[src/rtl/str_pkg.sv]
package str_pkg;

  localparam int ELEM_W = 32;

  typedef enum logic [2:0] {
    OP_CMP  = 3'd0,
    OP_FILL = 3'd1,
    OP_CPYF = 3'd2,
    OP_CPYB = 3'd3,
    OP_CPYZ = 3'd4,
    OP_SCNU = 3'd5,
    OP_SCNW = 3'd6,
    OP_BAD  = 3'd7
  } strOp_e;

  // strobes from sequencer to datapath, valid for one cycle
  typedef struct packed {
    logic       load;
    logic       rdEn;
    logic       wrEn;
    logic       useR2Addr;
    logic       advR1;
    logic       advR2;
    logic       backward;
    logic       decCnt;
    logic       grabA;
    logic       wrFromMem;
    logic       cmpFlags;
    logic       untilFlags;
    logic       whileFlags;
    logic [1:0] accSize;
  } strobe_t;

endpackage

[src/rtl/str_dpath.sv]
module str_dpath
  import str_pkg::*;
#(
  parameter int REG_W = 32
) (
  input  logic                clk,
  input  logic                rstN,
  input  strobe_t             stb,
  input  logic [REG_W-1:0]    r1In,
  input  logic [REG_W-1:0]    r2In,
  input  logic [REG_W-1:0]    r3In,
  input  logic [ELEM_W-1:0]   memRdata,
  output logic [REG_W-1:0]    memAddr,
  output logic [ELEM_W-1:0]   memWdata,
  output logic [REG_W-1:0]    r1Out,
  output logic [REG_W-1:0]    r2Out,
  output logic [REG_W-1:0]    r3Out,
  output logic                flagZ,
  output logic                flagC,
  output logic                cntZero,
  output logic                cntOne,
  output logic                cmpHalt,
  output logic                elemEq,
  output logic                nulByte
);

  localparam logic [REG_W-1:0] ONE = REG_W'(1);

  logic [REG_W-1:0]  r1Q, r2Q, r3Q;
  logic [7:0]        capA;
  logic              zQ, cQ;
  logic [REG_W-1:0]  stepAmt;
  logic [ELEM_W-1:0] elemMask;
  logic [ELEM_W-1:0] elemVal;
  logic [ELEM_W-1:0] r2Elem;
  logic              elemLe;

  always_comb begin
    stepAmt = ONE << stb.accSize;
    unique case (stb.accSize)
      2'd0:    elemMask = ELEM_W'(32'h0000_00FF);
      2'd1:    elemMask = ELEM_W'(32'h0000_FFFF);
      default: elemMask = '1;
    endcase
    elemVal = memRdata & elemMask;
    r2Elem  = ELEM_W'(r2Q);
    elemEq  = (elemVal == r2Elem);
    elemLe  = (elemVal <= r2Elem);
    nulByte = (memRdata[7:0] == 8'd0);
    cmpHalt = (capA != memRdata[7:0]) || (capA == 8'd0);
    cntZero = (r3Q == '0);
    cntOne  = (r3Q == ONE);
    memAddr = stb.useR2Addr ? r2Q : r1Q;
    memWdata = stb.wrFromMem ? {{(ELEM_W-8){1'b0}}, memRdata[7:0]}
                             : (r2Elem & elemMask);
  end

  always_ff @(posedge clk or negedge rstN) begin
    if (!rstN) begin
      r1Q  <= '0;
      r2Q  <= '0;
      r3Q  <= '0;
      capA <= '0;
      zQ   <= 1'b0;
      cQ   <= 1'b0;
    end else if (stb.load) begin
      r1Q <= r1In;
      r2Q <= r2In;
      r3Q <= r3In;
    end else begin
      if (stb.advR1) r1Q <= stb.backward ? r1Q - stepAmt : r1Q + stepAmt;
      if (stb.advR2) r2Q <= stb.backward ? r2Q - stepAmt : r2Q + stepAmt;
      if (stb.decCnt) r3Q <= r3Q - ONE;
      if (stb.grabA) capA <= memRdata[7:0];
      if (stb.cmpFlags) begin
        zQ <= (capA == memRdata[7:0]);
        cQ <= (capA >= memRdata[7:0]);
      end
      if (stb.untilFlags) begin
        zQ <= elemEq;
        cQ <= elemLe;
      end
      if (stb.whileFlags) begin
        zQ <= cntOne;   // count is about to drop to zero
        cQ <= elemLe;
      end
    end
  end

  assign r1Out = r1Q;
  assign r2Out = r2Q;
  assign r3Out = r3Q;
  assign flagZ = zQ;
  assign flagC = cQ;

endmodule

[src/rtl/str_ctrl.sv]
module str_ctrl
  import str_pkg::*;
(
  input  logic       clk,
  input  logic       rstN,
  input  logic       start,
  input  logic [2:0] opcode,
  input  logic [1:0] elemSize,
  input  logic       cntZero,
  input  logic       cntOne,
  input  logic       cmpHalt,
  input  logic       elemEq,
  input  logic       nulByte,
  output strobe_t    stb,
  output logic       busy,
  output logic       done
);

  typedef enum logic [3:0] {
    S_IDLE, S_DISP, S_CMPA, S_CMPB, S_CMPE, S_FILL,
    S_CPRD, S_CPWR, S_SCRD, S_SCEV, S_DONE
  } state_e;

  state_e     st, stNext;
  strOp_e     opQ;
  logic [1:0] sizeQ;
  logic       sizedOp;

  always_ff @(posedge clk or negedge rstN) begin
    if (!rstN) begin
      st    <= S_IDLE;
      opQ   <= OP_CMP;
      sizeQ <= 2'd0;
    end else begin
      st <= stNext;
      if (st == S_IDLE && start) begin
        opQ   <= strOp_e'(opcode);
        sizeQ <= elemSize;
      end
    end
  end

  assign sizedOp = (opQ == OP_FILL) || (opQ == OP_SCNU) || (opQ == OP_SCNW);

  always_comb begin
    stb          = '0;
    stNext       = st;
    stb.accSize  = sizedOp ? sizeQ : 2'd0;
    stb.backward = (opQ == OP_CPYB);
    unique case (st)
      S_IDLE: begin
        if (start) begin
          stb.load = 1'b1;
          stNext   = S_DISP;
        end
      end
      S_DISP: begin
        if (cntZero || sizeQ == 2'd3) begin
          stNext = S_DONE;
        end else begin
          unique case (opQ)
            OP_CMP:                   stNext = S_CMPA;
            OP_FILL:                  stNext = S_FILL;
            OP_CPYF, OP_CPYB, OP_CPYZ: stNext = S_CPRD;
            OP_SCNU, OP_SCNW:         stNext = S_SCRD;
            default:                  stNext = S_DONE;
          endcase
        end
      end
      S_CMPA: begin
        stb.rdEn = 1'b1;
        stNext   = S_CMPB;
      end
      S_CMPB: begin
        stb.grabA     = 1'b1;
        stb.rdEn      = 1'b1;
        stb.useR2Addr = 1'b1;
        stNext        = S_CMPE;
      end
      S_CMPE: begin
        stb.cmpFlags = 1'b1;
        stb.advR1    = 1'b1;
        stb.advR2    = 1'b1;
        stb.decCnt   = 1'b1;
        stNext       = (cmpHalt || cntOne) ? S_DONE : S_CMPA;
      end
      S_FILL: begin
        stb.wrEn   = 1'b1;
        stb.advR1  = 1'b1;
        stb.decCnt = 1'b1;
        stNext     = cntOne ? S_DONE : S_FILL;
      end
      S_CPRD: begin
        stb.rdEn      = 1'b1;
        stb.useR2Addr = 1'b1;
        stNext        = S_CPWR;
      end
      S_CPWR: begin
        stb.wrEn      = 1'b1;
        stb.wrFromMem = 1'b1;
        stb.advR1     = 1'b1;
        stb.advR2     = 1'b1;
        stb.decCnt    = 1'b1;
        stNext = (cntOne || (opQ == OP_CPYZ && nulByte)) ? S_DONE : S_CPRD;
      end
      S_SCRD: begin
        stb.rdEn = 1'b1;
        stNext   = S_SCEV;
      end
      S_SCEV: begin
        stb.advR1  = 1'b1;
        stb.decCnt = 1'b1;
        if (opQ == OP_SCNU) begin
          stb.untilFlags = 1'b1;
          stNext = (elemEq || cntOne) ? S_DONE : S_SCRD;
        end else begin
          stb.whileFlags = 1'b1;
          stNext = (!elemEq || cntOne) ? S_DONE : S_SCRD;
        end
      end
      S_DONE:  stNext = S_IDLE;
      default: stNext = S_IDLE;
    endcase
  end

  assign busy = (st != S_IDLE);
  assign done = (st == S_DONE);

endmodule

[src/rtl/str_engine.sv]
module str_engine
  import str_pkg::*;
#(
  parameter int REG_W = 32
) (
  input  logic              clk,
  input  logic              rstN,
  input  logic              start,
  input  logic [2:0]        opcode,
  input  logic [1:0]        elemSize,
  input  logic [REG_W-1:0]  r1In,
  input  logic [REG_W-1:0]  r2In,
  input  logic [REG_W-1:0]  r3In,
  output logic              memRe,
  output logic              memWe,
  output logic [REG_W-1:0]  memAddr,
  output logic [1:0]        memSize,
  output logic [31:0]       memWdata,
  input  logic [31:0]       memRdata,
  output logic [REG_W-1:0]  r1Out,
  output logic [REG_W-1:0]  r2Out,
  output logic [REG_W-1:0]  r3Out,
  output logic              flagZ,
  output logic              flagC,
  output logic              busy,
  output logic              done
);

  strobe_t stb;
  logic    cntZero, cntOne, cmpHalt, elemEq, nulByte;

  str_ctrl u_ctrl (
    .clk      (clk),
    .rstN     (rstN),
    .start    (start),
    .opcode   (opcode),
    .elemSize (elemSize),
    .cntZero  (cntZero),
    .cntOne   (cntOne),
    .cmpHalt  (cmpHalt),
    .elemEq   (elemEq),
    .nulByte  (nulByte),
    .stb      (stb),
    .busy     (busy),
    .done     (done)
  );

  str_dpath #(.REG_W(REG_W)) u_dpath (
    .clk      (clk),
    .rstN     (rstN),
    .stb      (stb),
    .r1In     (r1In),
    .r2In     (r2In),
    .r3In     (r3In),
    .memRdata (memRdata),
    .memAddr  (memAddr),
    .memWdata (memWdata),
    .r1Out    (r1Out),
    .r2Out    (r2Out),
    .r3Out    (r3Out),
    .flagZ    (flagZ),
    .flagC    (flagC),
    .cntZero  (cntZero),
    .cntOne   (cntOne),
    .cmpHalt  (cmpHalt),
    .elemEq   (elemEq),
    .nulByte  (nulByte)
  );

  assign memRe   = stb.rdEn;
  assign memWe   = stb.wrEn;
  assign memSize = stb.accSize;

endmodule

[config.mk]
export PLATFORM = sky130hd
export DESIGN_NAME = str_engine
export DESIGN_NICKNAME = d
export VERILOG_FILES = /design/src/rtl/str_pkg.sv /design/src/rtl/str_dpath.sv /design/src/rtl/str_ctrl.sv /design/src/rtl/str_engine.sv
export SDC_FILE = /design/constraint.sdc
export NUM_CORES = 1
export LEC_CHECK = 0
export BUFFER_PORTS_ARGS = -buffer_cell sky130_fd_sc_hd__buf_2
export CORE_ASPECT_RATIO = 1.75
export CORE_UTILIZATION = 35
export CTS_BUF_LIST = sky130_fd_sc_hd__clkbuf_2 sky130_fd_sc_hd__clkbuf_4 sky130_fd_sc_hd__clkbuf_8
export CTS_CLUSTER_SIZE = 40
export DETAILED_ROUTE_END_ITERATION = 12
export SYNTH_ARGS = -nofsm -noshare
export SYNTH_HDL_FRONTEND = slang
export SYNTH_SLANG_ARGS = --single-unit
[constraint.sdc]
create_clock -name clk -period 14.35 [get_ports clk]
set_clock_uncertainty 0.05 [all_clocks]
set_input_delay 0 -clock clk [delete_from_list [all_inputs] [get_ports clk]]
set_output_delay 0 -clock clk [all_outputs]
set_load 0.005 [all_outputs]
# [Word level (Yosys, flattened, before mapping)]
# Index checks and enable logic that the tools add are counted.
[op_classes] n_addsub=5 magnitude_cmp=2 n_eq_ne=23 shifts=1 muxes=41 n_bitwise=3 n_reduce_logical=30
[ops] op="two-way mux 32 bit" count=10
[ops] op="adder 32 bit" count=2
[ops] op="AND 32 bit" count=2
[ops] op="one-hot mux 32 bit (2 select lines)" count=1
[ops] op="subtractor 32 bit" count=2
[ops] op="one-hot mux 4 bit (10 select lines)" count=1
[ops] op="== test 32 x 1 -> 1 bit (second input constant)" count=1
[ops] op="== test 32 bit" count=1
[ops] op="<= comparator 32 bit" count=1
[ops] op="logical NOT 32 bit" count=1
[ops] op="<< shifter 1 x 2 -> 32 bit (first input constant)" count=1
[ops] op="subtractor 32 x 1 -> 32 bit (second input constant)" count=1
[ops] op="two-way mux 4 bit" count=6
[ops] op="two-way mux 1 bit" count=18
[ops] op="== test 4 x 3 -> 1 bit (second input constant)" count=4
[ops] op="logical NOT 8 bit" count=2
[ops] op="one-hot mux 4 bit (4 select lines)" count=1
[ops] op="== test 4 bit (second input constant)" count=3
[ops] op="== test 3 bit (second input constant)" count=3
[ops] op="== test 4 x 2 -> 1 bit (second input constant)" count=2
[ops] op="== test 8 bit" count=1
[ops] op="greater-or-equal comparator 8 bit" count=1
[ops] op="logical OR 1 bit" count=8
[ops] op="two-way mux 2 bit" count=4
[ops] op="other kinds (20)" count=28
[totals] regBits=115 in_bits=136 out_inout_bits=168 elab_cells=114

# [Longest topological paths before layout]
# Gate-level depths: netlist of the first run.
[logic_depth] depth_word=13 mapped_depth=17 mapped_depth_nobuf=16

# [By module]
# A second synthesis of the first run with hierarchy kept.
[hier_totals] cells_unflattened=1378 hier_area_um2=11183.2
[by_module_without_submodules] mod="str_dpath" instances=1 cells_per_inst=1294 area_per_inst_um2=10408.7 seq_area_each_um2=2652.5
[by_module_without_submodules] mod="str_ctrl" instances=1 cells_per_inst=84 area_per_inst_um2=774.5 seq_area_each_um2=225.2

# [Worst setup path after synthesis of the first run]
# Ideal clock, no wire load.
[synth_timing] path_type="flip-flop to flip-flop" start="register u_ctrl.opQ[2]" end="register u_dpath.r1Q[28], in the netlist u_dpath.r1Out[28]" setup_ns=0.139 arrival_time_ns=4.600 t_required_ns=14.161 slack_ns=9.560 path_stages_with_launch=14 n_path_buf=1 period_less_slack_ns=4.790 path_cell_list="dfrtp_1 nand3b_1 inv_2 buf_1 ha_1 a21o_1 a21o_1 a221oi_1 o31a_2 nand3_2 a311oi_2 o31a_1 mux2i_1 a211oi_2"
[synth_between] elab_chain_len=9 elab_cells_between_ends=13 cone_classes="add/sub: 2; eq/ne: 4; shift: 1; mux: 4; reduce/logical: 2"
[synth_lines] element="start, declared" line="str_ctrl.sv:25" rtl="strOp_e opQ;"
[synth_lines] element="start signal, assigned" line="str_ctrl.sv:37" rtl="opQ <= strOp_e'(opcode);"
[synth_lines] element="== test 3 x 1 -> 1 bit / == test 3 bit (equally long branches)" line="str_ctrl.sv:43" rtl="assign sizedOp = (opQ == OP_FILL) || (opQ == OP_SCNU) || (opQ == OP_SCNW);"
[synth_lines] element="logical OR 1 bit (2 in a row)" line="str_ctrl.sv:43"
[synth_lines] element="two-way mux 2 bit" line="str_ctrl.sv:48" rtl="stb.accSize = sizedOp ? sizeQ : 2'd0;"
[synth_lines] element="<< shifter 1 x 2 -> 32 bit" line="str_dpath.sv:39" rtl="stepAmt = ONE << stb.accSize;"
[synth_lines] element="adder 32 bit / subtractor 32 bit (equally long branches)" line="str_dpath.sv:71" rtl="if (stb.advR1) r1Q <= stb.backward ? r1Q - stepAmt : r1Q + stepAmt;"
[synth_lines] element="two-way mux 32 bit * (2 in a row)" line="str_dpath.sv:71"
[synth_lines] element="two-way mux 32 bit *" line="str_dpath.sv:66" rtl="end else if (stb.load) begin"
[synth_lines] element="end signal, assigned" line="str_dpath.sv:67" rtl="r1Q <= r1In;"
[synth_lines] element="end signal, assigned" line="str_dpath.sv:71"
[synth_lines] element="end, declared" line="str_dpath.sv:29" rtl="logic [REG_W-1:0] r1Q, r2Q, r3Q;"
# Every way passes the cells marked *; elsewhere a longest branch is shown, timed or not. The select of a mux whose other input is x is not followed.
# A chain may end at the register's enable or synchronous reset.

# [Worst setup path in the final report of the first run]
# Ends and elaborated chain as after synthesis.

==> results of run 1 <==
## state kept, by name (all words and copies together) (netlist names)
signal / flops
u_ctrl.opQ: 3
u_ctrl.sizeQ: 2
u_ctrl.st: 4
u_dpath.capA: 8
u_dpath.flagC: 1
u_dpath.flagZ: 1
u_dpath.r1Out: 32
u_dpath.r2Out: 32
u_dpath.r3Out: 32
## how the worst max path moves through the flow
stage | to | depth (start not counted) | slack (ns)
final | u_dpath.r1Out[28] | 13 | 9.76
after detailed placement | u_dpath.r1Out[28] | 13 | 9.78
after global routing | u_dpath.r1Out[28] | 13 | 9.36
after floorplan | u_dpath.r1Out[28] | 13 | 9.56
after CTS | u_dpath.r1Out[28] | 13 | 9.76
after global placement | u_dpath.r1Out[28] | 13 | 9.88
## cells in the mapped netlist, types with 12 or more instances
cell type | n | area, um^2
sky130_fd_sc_hd__a211oi_1 | 14 | 105
sky130_fd_sc_hd__a21o_1 | 34 | 255
sky130_fd_sc_hd__a21oi_1 | 124 | 621
sky130_fd_sc_hd__a22oi_1 | 17 | 128
sky130_fd_sc_hd__a31oi_1 | 15 | 93.8
sky130_fd_sc_hd__and2_1 | 46 | 288
sky130_fd_sc_hd__and3_1 | 14 | 87.6
sky130_fd_sc_hd__clkbuf_1 | 55 | 206
sky130_fd_sc_hd__dfrtp_1 | 115 | 2880
sky130_fd_sc_hd__ha_1 | 102 | 1280
sky130_fd_sc_hd__inv_1 | 69 | 259
sky130_fd_sc_hd__nand2_1 | 174 | 653
sky130_fd_sc_hd__nand2b_1 | 14 | 87.6
sky130_fd_sc_hd__nand3_1 | 20 | 100
sky130_fd_sc_hd__nand4_1 | 24 | 150
sky130_fd_sc_hd__nor2_1 | 90 | 338
sky130_fd_sc_hd__nor2b_1 | 22 | 138
sky130_fd_sc_hd__nor3_1 | 34 | 170
sky130_fd_sc_hd__nor4_1 | 19 | 119
sky130_fd_sc_hd__o21ai_0 | 140 | 701
sky130_fd_sc_hd__o21bai_1 | 12 | 90.1
sky130_fd_sc_hd__or3_1 | 17 | 106
sky130_fd_sc_hd__xnor2_1 | 50 | 438
sky130_fd_sc_hd__xor2_1 | 23 | 201
## cells by family after synthesis
family / count (synthesis) / synth area share (%)
buffers and inverters: 138 / 4.87
adders and majority gates: 103 / 11.8
muxes: 19 / 1.85
DFF: 115 / 26.5
AOI/OAI and AO/OA: 452 / 26.1
and+or+nand+nor: 505 / 22.9
xor gates and xnor gates: 73 / 5.88
## critical path, stage by stage (launching register included)
cell	delay [ns]
sky130_fd_sc_hd__dfrtp_1	0.45
sky130_fd_sc_hd__nand3b_1	0.55
sky130_fd_sc_hd__inv_2	0.14
sky130_fd_sc_hd__buf_4	0.69
sky130_fd_sc_hd__ha_1	0.44
sky130_fd_sc_hd__a21o_1	0.18
sky130_fd_sc_hd__a21o_1	0.17
sky130_fd_sc_hd__a221oi_1	0.29
sky130_fd_sc_hd__o31a_2	0.25
sky130_fd_sc_hd__nand3_2	0.14
sky130_fd_sc_hd__a311oi_2	0.49
sky130_fd_sc_hd__o31a_1	0.23
sky130_fd_sc_hd__mux2i_1	0.23
sky130_fd_sc_hd__a211oi_2	0.09
## per-layer routing
layer | vias up | wire (um) | part of all wire, % | track usage, %
li1 | 5828 | - | - | -
met1 | 5736 | 15700 | 37 | 28.9
met2 | 384 | 22100 | 52 | 48.3
met3 | 104 | 1870 | 4.5 | 4.24
met4 | 0 | 2390 | 5.7 | 16.1
met5 | - | 0 | 0 | 0
## stage by stage
step / utilization, % / area [um^2]
final: 46.4 / 14200
after global routing: 46.4 / 14200
after CTS: 46.4 / 14200
after detailed placement: 41.5 / 12700
after global placement: 41.5 / 12700
after floorplan: - / 10900
## placed cells by master (no fill, tap or decap), drive strengths merged, types with 4 or more instances in the layout
| master | synthesis | final |
|---|---|---|
| nand2 | 174 | 174 |
| nand2b | 14 | 14 |
| nand4 | 24 | 24 |
| mux2i | 10 | 10 |
| or3 | 17 | 17 |
| xnor2 | 50 | 50 |
| a21o | 34 | 34 |
| nor2 | 91 | 91 |
| and2 | 46 | 46 |
| a31o | 5 | 5 |
| dlygate4sd3 | 0 | 110 |
| or2 | 4 | 4 |
| nor3 | 34 | 34 |
| ha | 102 | 102 |
| a21oi | 126 | 126 |
| nor4 | 20 | 20 |
| and3 | 14 | 14 |
| a211oi | 15 | 15 |
| o31ai | 5 | 5 |
| o21bai | 12 | 12 |
| a2111oi | 4 | 4 |
| inv | 71 | 79 |
| o22ai | 8 | 8 |
| buf | 12 | 313 |
| a221oi | 6 | 6 |
| nand3 | 21 | 21 |
| dfrtp | 115 | 115 |
| nand3b | 9 | 9 |
| a31oi | 16 | 16 |
| o211ai | 11 | 11 |
| nor2b | 24 | 24 |
| xor2 | 23 | 23 |
| mux2 | 9 | 9 |
| o21ai | 151 | 151 |
| o41ai | 4 | 4 |
| a22oi | 17 | 17 |
| clkbuf | 55 | 18 |
| o21a | 10 | 10 |
## cell type report
type,instances,area (um^2)
diodes,3,7.51
well taps,391,489
multi-input cells,1152,7470
flip-flops and latches,115,2880
inverters,71,267
clock buffers,18,248
repair buffers,423,2700
clock inverters,14,165
fillers,3084,16400
## repair_timing
action / in CTS / in global routing
hold buffers: 110 / 0
buffers inserted: 0 / 0
setup endpoints to repair: 0 / 0
hold endpoints to repair: 174 / 0
resized for setup: 0 / 0
## report_power, final
part | switching [mW] | internal, mW
logic | 1.27 | 0.919
registers | 0.248 | 0.489
clock network | 0.172 | 0.164
total | 1.69 | 1.57
==> impl_metrics.prom, run 1 <==
# TYPE chip_impl_metric gauge
chip_impl_metric{name="report.final.hold_viol_count",unit=""} 0
chip_impl_metric{name="synth.ff_latch_count",unit=""} 115
chip_impl_metric{name="power_density_relative_to_cell_area",unit="nW/um^2"} 229
chip_impl_info{name="grt_setup_unrepaired",value="false"} 1
chip_impl_metric{name="post-place-cells",unit=""} 2042
chip_impl_metric{name="report.final.setup_viol",unit=""} 0
chip_impl_metric{name="setup.reg_to_reg.worst_slack",unit="ns"} 9.76
chip_impl_metric{name="grt-ovfl-total",unit=""} 0
chip_impl_info{name="worst-setup-path-type",value="reg -> reg"} 1
chip_impl_metric{name="die_w",unit="um"} 135
chip_impl_metric{name="num_io_pins",unit=""} 304
chip_impl_metric{name="clock_insertion_delay_worst_skew",unit="ns"} 0.50
chip_impl_info{name="crit_path_start",value="u_ctrl.opQ[2]"} 1
chip_impl_metric{name="core.rowCount",unit=""} 85
chip_impl_metric{name="vias",unit=""} 12100
chip_impl_metric{name="period_needed",unit="ns"} 4.59
chip_impl_metric{name="required",unit="ns"} 14.66
chip_impl_metric{name="mappedNetlistNets",unit=""} 1643
chip_impl_metric{name="reg2regPathDepth",unit=""} 13
chip_impl_metric{name="detail_route.drc_violations",unit=""} 0
chip_impl_info{name="whs_endpoint",value="u_dpath.r1Out[31]"} 1
chip_impl_metric{name="clockBufferDepth",unit=""} 2
chip_impl_metric{name="synth_area",unit="um^2"} 10900
chip_impl_metric{name="numPortBuffers",unit=""} 303
chip_impl_info{name="cts_tree",value="done"} 1
chip_impl_metric{name="crit_arrival",unit="ns"} 4.91
chip_impl_metric{name="timing.slew.headroom",unit="%"} 36.5
chip_impl_metric{name="cts_buffers",unit=""} 17
chip_impl_metric{name="post_route_cells_drive_above_1_share",unit="%"} 21.8
chip_impl_metric{name="async_reset_ff_share",unit="%"} 100
chip_impl_info{name="setup.worst_path.start_class",value="flop"} 1
chip_impl_metric{name="synth_cell_type_count",unit=""} 84
chip_impl_metric{name="timing.setup.tns",unit="ns"} 0
chip_impl_metric{name="place_hpwl",unit="um"} 32000
chip_impl_metric{name="ant_nets",unit=""} 0
chip_impl_metric{name="max_cap_violations",unit=""} 0
chip_impl_info{name="worstReg2RegStart",value="u_ctrl.opQ[2]"} 1
chip_impl_metric{name="tightestPinTransition",unit="ns"} 0.952
chip_impl_metric{name="ir_drop",unit="V"} 0.000107
chip_impl_info{name="regToRegEndpoint",value="u_dpath.r1Out[28]"} 1
chip_impl_metric{name="placeableCoreArea",unit="um^2"} 30600
chip_impl_metric{name="antenna_violations_before_repair",unit=""} 4
chip_impl_metric{name="timing.hold.ws",unit="ns"} 0.0542
chip_impl_metric{name="dr.first_iter.drc_count",unit=""} 677
chip_impl_metric{name="max_slew_vio_count",unit=""} 0
chip_impl_metric{name="average_wire_per_cell_in_the_routed_design",unit="um"} 19.2
chip_impl_metric{name="postSynthAreaPerCell",unit="um^2"} 7.74
chip_impl_metric{name="ys_warn_count",unit=""} 0
chip_impl_metric{name="grt_pass1_wl",unit="um"} 65400
chip_impl_metric{name="drt_pass1_iterations",unit=""} 5
chip_impl_metric{name="post-layout-total-power",unit="mW"} 3.26
chip_impl_info{name="root_buffer",value="sky130_fd_sc_hd__clkbuf_8"} 1
chip_impl_info{name="status",value="finished clean"} 1
chip_impl_metric{name="leakage",unit="nW"} 6.88
chip_impl_metric{name="fin_ws",unit="ns"} 9.76
chip_impl_metric{name="clock_sinks",unit=""} 115
chip_impl_metric{name="postRouteWirelength",unit="um"} 42100
chip_impl_metric{name="post_synthesis_instance_total",unit=""} 1405
chip_impl_metric{name="floorplan.die.height",unit="um"} 235
chip_impl_metric{name="crit_path_max_fanout",unit=""} 72
chip_impl_info{name="ys.flop_type",value="sky130_fd_sc_hd__dfrtp_1"} 1
chip_impl_metric{name="whs_path_depth",unit=""} 3
chip_impl_metric{name="floorplan.initialDensity",unit="%"} 35.5
chip_impl_metric{name="grt_start_max_net_pins",unit=""} 78
chip_impl_metric{name="design.die.area",unit="um^2"} 31800
chip_impl_metric{name="layout_worst_path_cycle_share",unit="%"} 32.0
chip_impl_metric{name="number_of_global_route_vias_before_repair",unit=""} 12100
chip_impl_metric{name="area_growth_syn_to_layout",unit="%"} 30.8
chip_impl_metric{name="yosysSeqAreaShare",unit="%"} 26.5
chip_impl_info{name="hold_path_class",value="in -> reg"} 1
chip_impl_metric{name="globalplace.congestion",unit=""} 0.919
chip_impl_metric{name="h-tree-depth",unit=""} 4
chip_impl_metric{name="finalNetCount",unit=""} 2018
chip_impl_info{name="setup.worst_path.end_class",value="flop"} 1
chip_impl_metric{name="globalRouteTotalUtil",unit="%"} 26.8
chip_impl_metric{name="worst_setup_hold_path_clk_slew",unit="ns"} 0.08
chip_impl_metric{name="route.detailed.vias_per_inst",unit=""} 5.51
chip_impl_metric{name="fin_cells",unit=""} 2187
chip_impl_info{name="worst_hold_startpoint",value="r1In[31]"} 1
chip_impl_metric{name="synth_edf_count",unit=""} 0
chip_impl_metric{name="pre_cts_slack",unit="ns"} 9.78
chip_impl_metric{name="fmax",unit="GHz"} 0.218
No activity file was read; power rests on OpenSTA's default activity.
==> run 2: changes to the inputs <==
clock period = 4 ns   (was 14.35 ns; I/O delays follow)
==> impl_metrics.prom, run 2 (same netlist as run 1, synthesis figures left out) <==
# TYPE chip_impl_metric gauge
chip_impl_info{name="final_common_cell",value="sky130_fd_sc_hd__buf_2"} 1
chip_impl_metric{name="max_slew_vio_count",unit=""} 0
chip_impl_metric{name="detail_route.drc_violations",unit=""} 0
chip_impl_metric{name="placeableCoreArea",unit="um^2"} 30600
chip_impl_metric{name="fillers",unit=""} 3103
chip_impl_metric{name="grt_pass1_wl",unit="um"} 65600
chip_impl_metric{name="dr.first_iter.drc_count",unit=""} 626
chip_impl_metric{name="required",unit="ns"} 4.34
chip_impl_info{name="root_buffer",value="sky130_fd_sc_hd__clkbuf_8"} 1
chip_impl_metric{name="route.detailed.vias_per_inst",unit=""} 5.53
chip_impl_info{name="setup.worst_path.start_class",value="flop"} 1
chip_impl_metric{name="setup.reg_to_reg.worst_slack",unit="ns"} 0.34
chip_impl_metric{name="crit_arrival",unit="ns"} 4.01
chip_impl_metric{name="timing.slew.headroom",unit="%"} 27.9
chip_impl_metric{name="ir_drop",unit="V"} 0.000355
chip_impl_metric{name="floorplan.die.height",unit="um"} 235
chip_impl_metric{name="post_route_cells_drive_above_1_share",unit="%"} 22.4
chip_impl_metric{name="globalplace.congestion",unit=""} 0.969
chip_impl_metric{name="cts_buffers",unit=""} 17
chip_impl_metric{name="timing.hold.ws",unit="ns"} 0.0498
chip_impl_info{name="grt_setup_unrepaired",value="false"} 1
chip_impl_metric{name="core.rowCount",unit=""} 85
chip_impl_metric{name="period_needed",unit="ns"} 3.66
chip_impl_metric{name="num_io_pins",unit=""} 304
chip_impl_metric{name="leakage",unit="nW"} 6.96
chip_impl_info{name="setup.worst_path.end_class",value="flop"} 1
chip_impl_metric{name="clockBufferDepth",unit=""} 2
chip_impl_metric{name="floorplan.initialDensity",unit="%"} 35.5
chip_impl_metric{name="tightestPinTransition",unit="ns"} 1.08
chip_impl_metric{name="multi_input_comb_area",unit="um^2"} 7470
chip_impl_metric{name="layout_worst_path_cycle_share",unit="%"} 91.6
chip_impl_metric{name="design.die.area",unit="um^2"} 31800
chip_impl_metric{name="slowest_delay",unit="ns"} 0.47
chip_impl_metric{name="post-cts-setup-buffers",unit=""} 0
chip_impl_info{name="worstPathCellList",value="nand2b_1 -> nand2_1 -> and2_1 -> a21o_1 -> ha_1 -> a21oi_1 -> a311oi_1 -> a31oi_2 -> o31ai_2 -> nor2b_2 -> o41ai_2 -> mux2i_1 -> a221o_1"} 1
chip_impl_metric{name="ant_nets",unit=""} 0
chip_impl_metric{name="globalRouteTotalUtil",unit="%"} 27.0
chip_impl_metric{name="max_cap_violations",unit=""} 0
chip_impl_metric{name="power_density_relative_to_cell_area",unit="nW/um^2"} 823
chip_impl_metric{name="grt-ovfl-total",unit=""} 0
chip_impl_metric{name="fmax",unit="GHz"} 0.273
chip_impl_info{name="worst-setup-path-type",value="reg -> reg"} 1
chip_impl_info{name="hold_path_class",value="in -> async"} 1
chip_impl_metric{name="area_growth_syn_to_layout",unit="%"} 32.0
chip_impl_info{name="status",value="finished clean"} 1
chip_impl_info{name="worst_path_dominant_cell_family",value="compound AO/OA/AOI/OAI gates"} 1
chip_impl_metric{name="h-tree-depth",unit=""} 4
chip_impl_metric{name="clock_insertion_delay_worst_skew",unit="ns"} 0.51
chip_impl_info{name="most-common-layout-cells",value="sky130_fd_sc_hd__buf_2, sky130_fd_sc_hd__nand2_1, sky130_fd_sc_hd__o21ai_0"} 1
chip_impl_info{name="slowest_stage",value="sky130_fd_sc_hd__dfrtp_1"} 1
chip_impl_metric{name="die_w",unit="um"} 135
chip_impl_metric{name="antenna_violations_before_repair",unit=""} 1
chip_impl_metric{name="place_hpwl",unit="um"} 33000
chip_impl_metric{name="worst-path-buf-inv",unit=""} 0
chip_impl_metric{name="ctsHoldBuffers",unit=""} 114
chip_impl_metric{name="clock_sinks",unit=""} 115
chip_impl_metric{name="logic_depth_of_the_worst_path_buffers_included",unit=""} 13
chip_impl_metric{name="post_cts.resized_instances",unit=""} 0
chip_impl_metric{name="timing.setup.tns",unit="ns"} 0
chip_impl_metric{name="vias",unit=""} 12200
chip_impl_metric{name="seq_area",unit="um^2"} 2880
chip_impl_metric{name="average_wire_per_cell_in_the_routed_design",unit="um"} 19.3
chip_impl_metric{name="drt_pass1_iterations",unit=""} 6
chip_impl_metric{name="crit_path_max_fanout",unit=""} 8
chip_impl_metric{name="report.final.setup_viol",unit=""} 0
chip_impl_metric{name="finalNetCount",unit=""} 2036
chip_impl_metric{name="number_of_global_route_vias_before_repair",unit=""} 12200
chip_impl_metric{name="report.final.hold_viol_count",unit=""} 0
chip_impl_metric{name="grt_start_max_net_pins",unit=""} 80
chip_impl_metric{name="postRouteWirelength",unit="um"} 42500
chip_impl_info{name="cts_tree",value="done"} 1
chip_impl_metric{name="worst_setup_hold_path_clk_slew",unit="ns"} 0.08
chip_impl_metric{name="numPortBuffers",unit=""} 303
chip_impl_metric{name="reg2regPathDepth",unit=""} 13
run 2: changes by cell type in the layout (fill, tap and decap cells not counted):
cell / delta
sky130_fd_sc_hd__buf_4: +12
sky130_fd_sc_hd__buf_12: +2
sky130_fd_sc_hd__clkbuf_8: -1
sky130_fd_sc_hd__diode_2: -2
sky130_fd_sc_hd__bufinv_16: -1
sky130_fd_sc_hd__dlygate4sd3_1: +4
sky130_fd_sc_hd__clkinv_2: +2
run 2: final timing paths:
path	startpoint	endpoint
setup reg to reg	u_ctrl.opQ[1]	u_dpath.r2Out[25]
hold / removal	rstN	u_dpath.r2Out[25]
min in group clk	r3In[9]	u_dpath.r3Out[9]
hold reg to reg	u_dpath.flagZ	u_dpath.flagZ
setup / recovery	u_ctrl.opQ[1]	u_dpath.r2Out[25]
max in group asynchronous	rstN	u_dpath.r3Out[12]
run 2: area by class of cell:
cell class              instances  area share (%)
multi-input cells            1152            52.0
flip-flops and latches        115            20.1
repair buffers                441            20.0
well taps                     391            3.41
inverters                      71            1.86
clock buffers                  17            1.63
clock inverters                15            1.01
diodes                          1          0.0174
run 2: per-stage QoR:
stage | utilization (%) | power, mW | setup WS (ns) | cells | instance area [um^2]
after floorplan | - | 7.67 | 0.0777 | 1405 | 10900
after global placement | 41.9 | 10.5 | 0.510 | 2056 | 12800
after detailed placement | 41.9 | 10.5 | 0.394 | 2056 | 12800
after CTS | 46.8 | 11.8 | 0.386 | 2202 | 14300
after global routing | 46.8 | 12.9 | 0.149 | 2203 | 14300
final | 46.8 | 11.8 | 0.336 | 2203 | 14300
run 2: report_power, final:
part           leakage, nW  internal [mW]  switching, mW  total, mW
Sequential            1.36           1.75          0.893       2.64
Combinational         5.42           3.40           4.63       8.03
Clock                0.190          0.506          0.624       1.13
Total                 6.96           5.66           6.15       11.8
run 2: layer usage:
metal | global-route usage (%) | up-vias | part of all wire (%)
met1 | 28.3 | 5815 | 37
met5 | 0 | - | 0
met2 | 50.0 | 387 | 53
li1 | - | 5867 | -
met3 | 3.47 | 112 | 4.0
met4 | 16.7 | 0 | 5.7
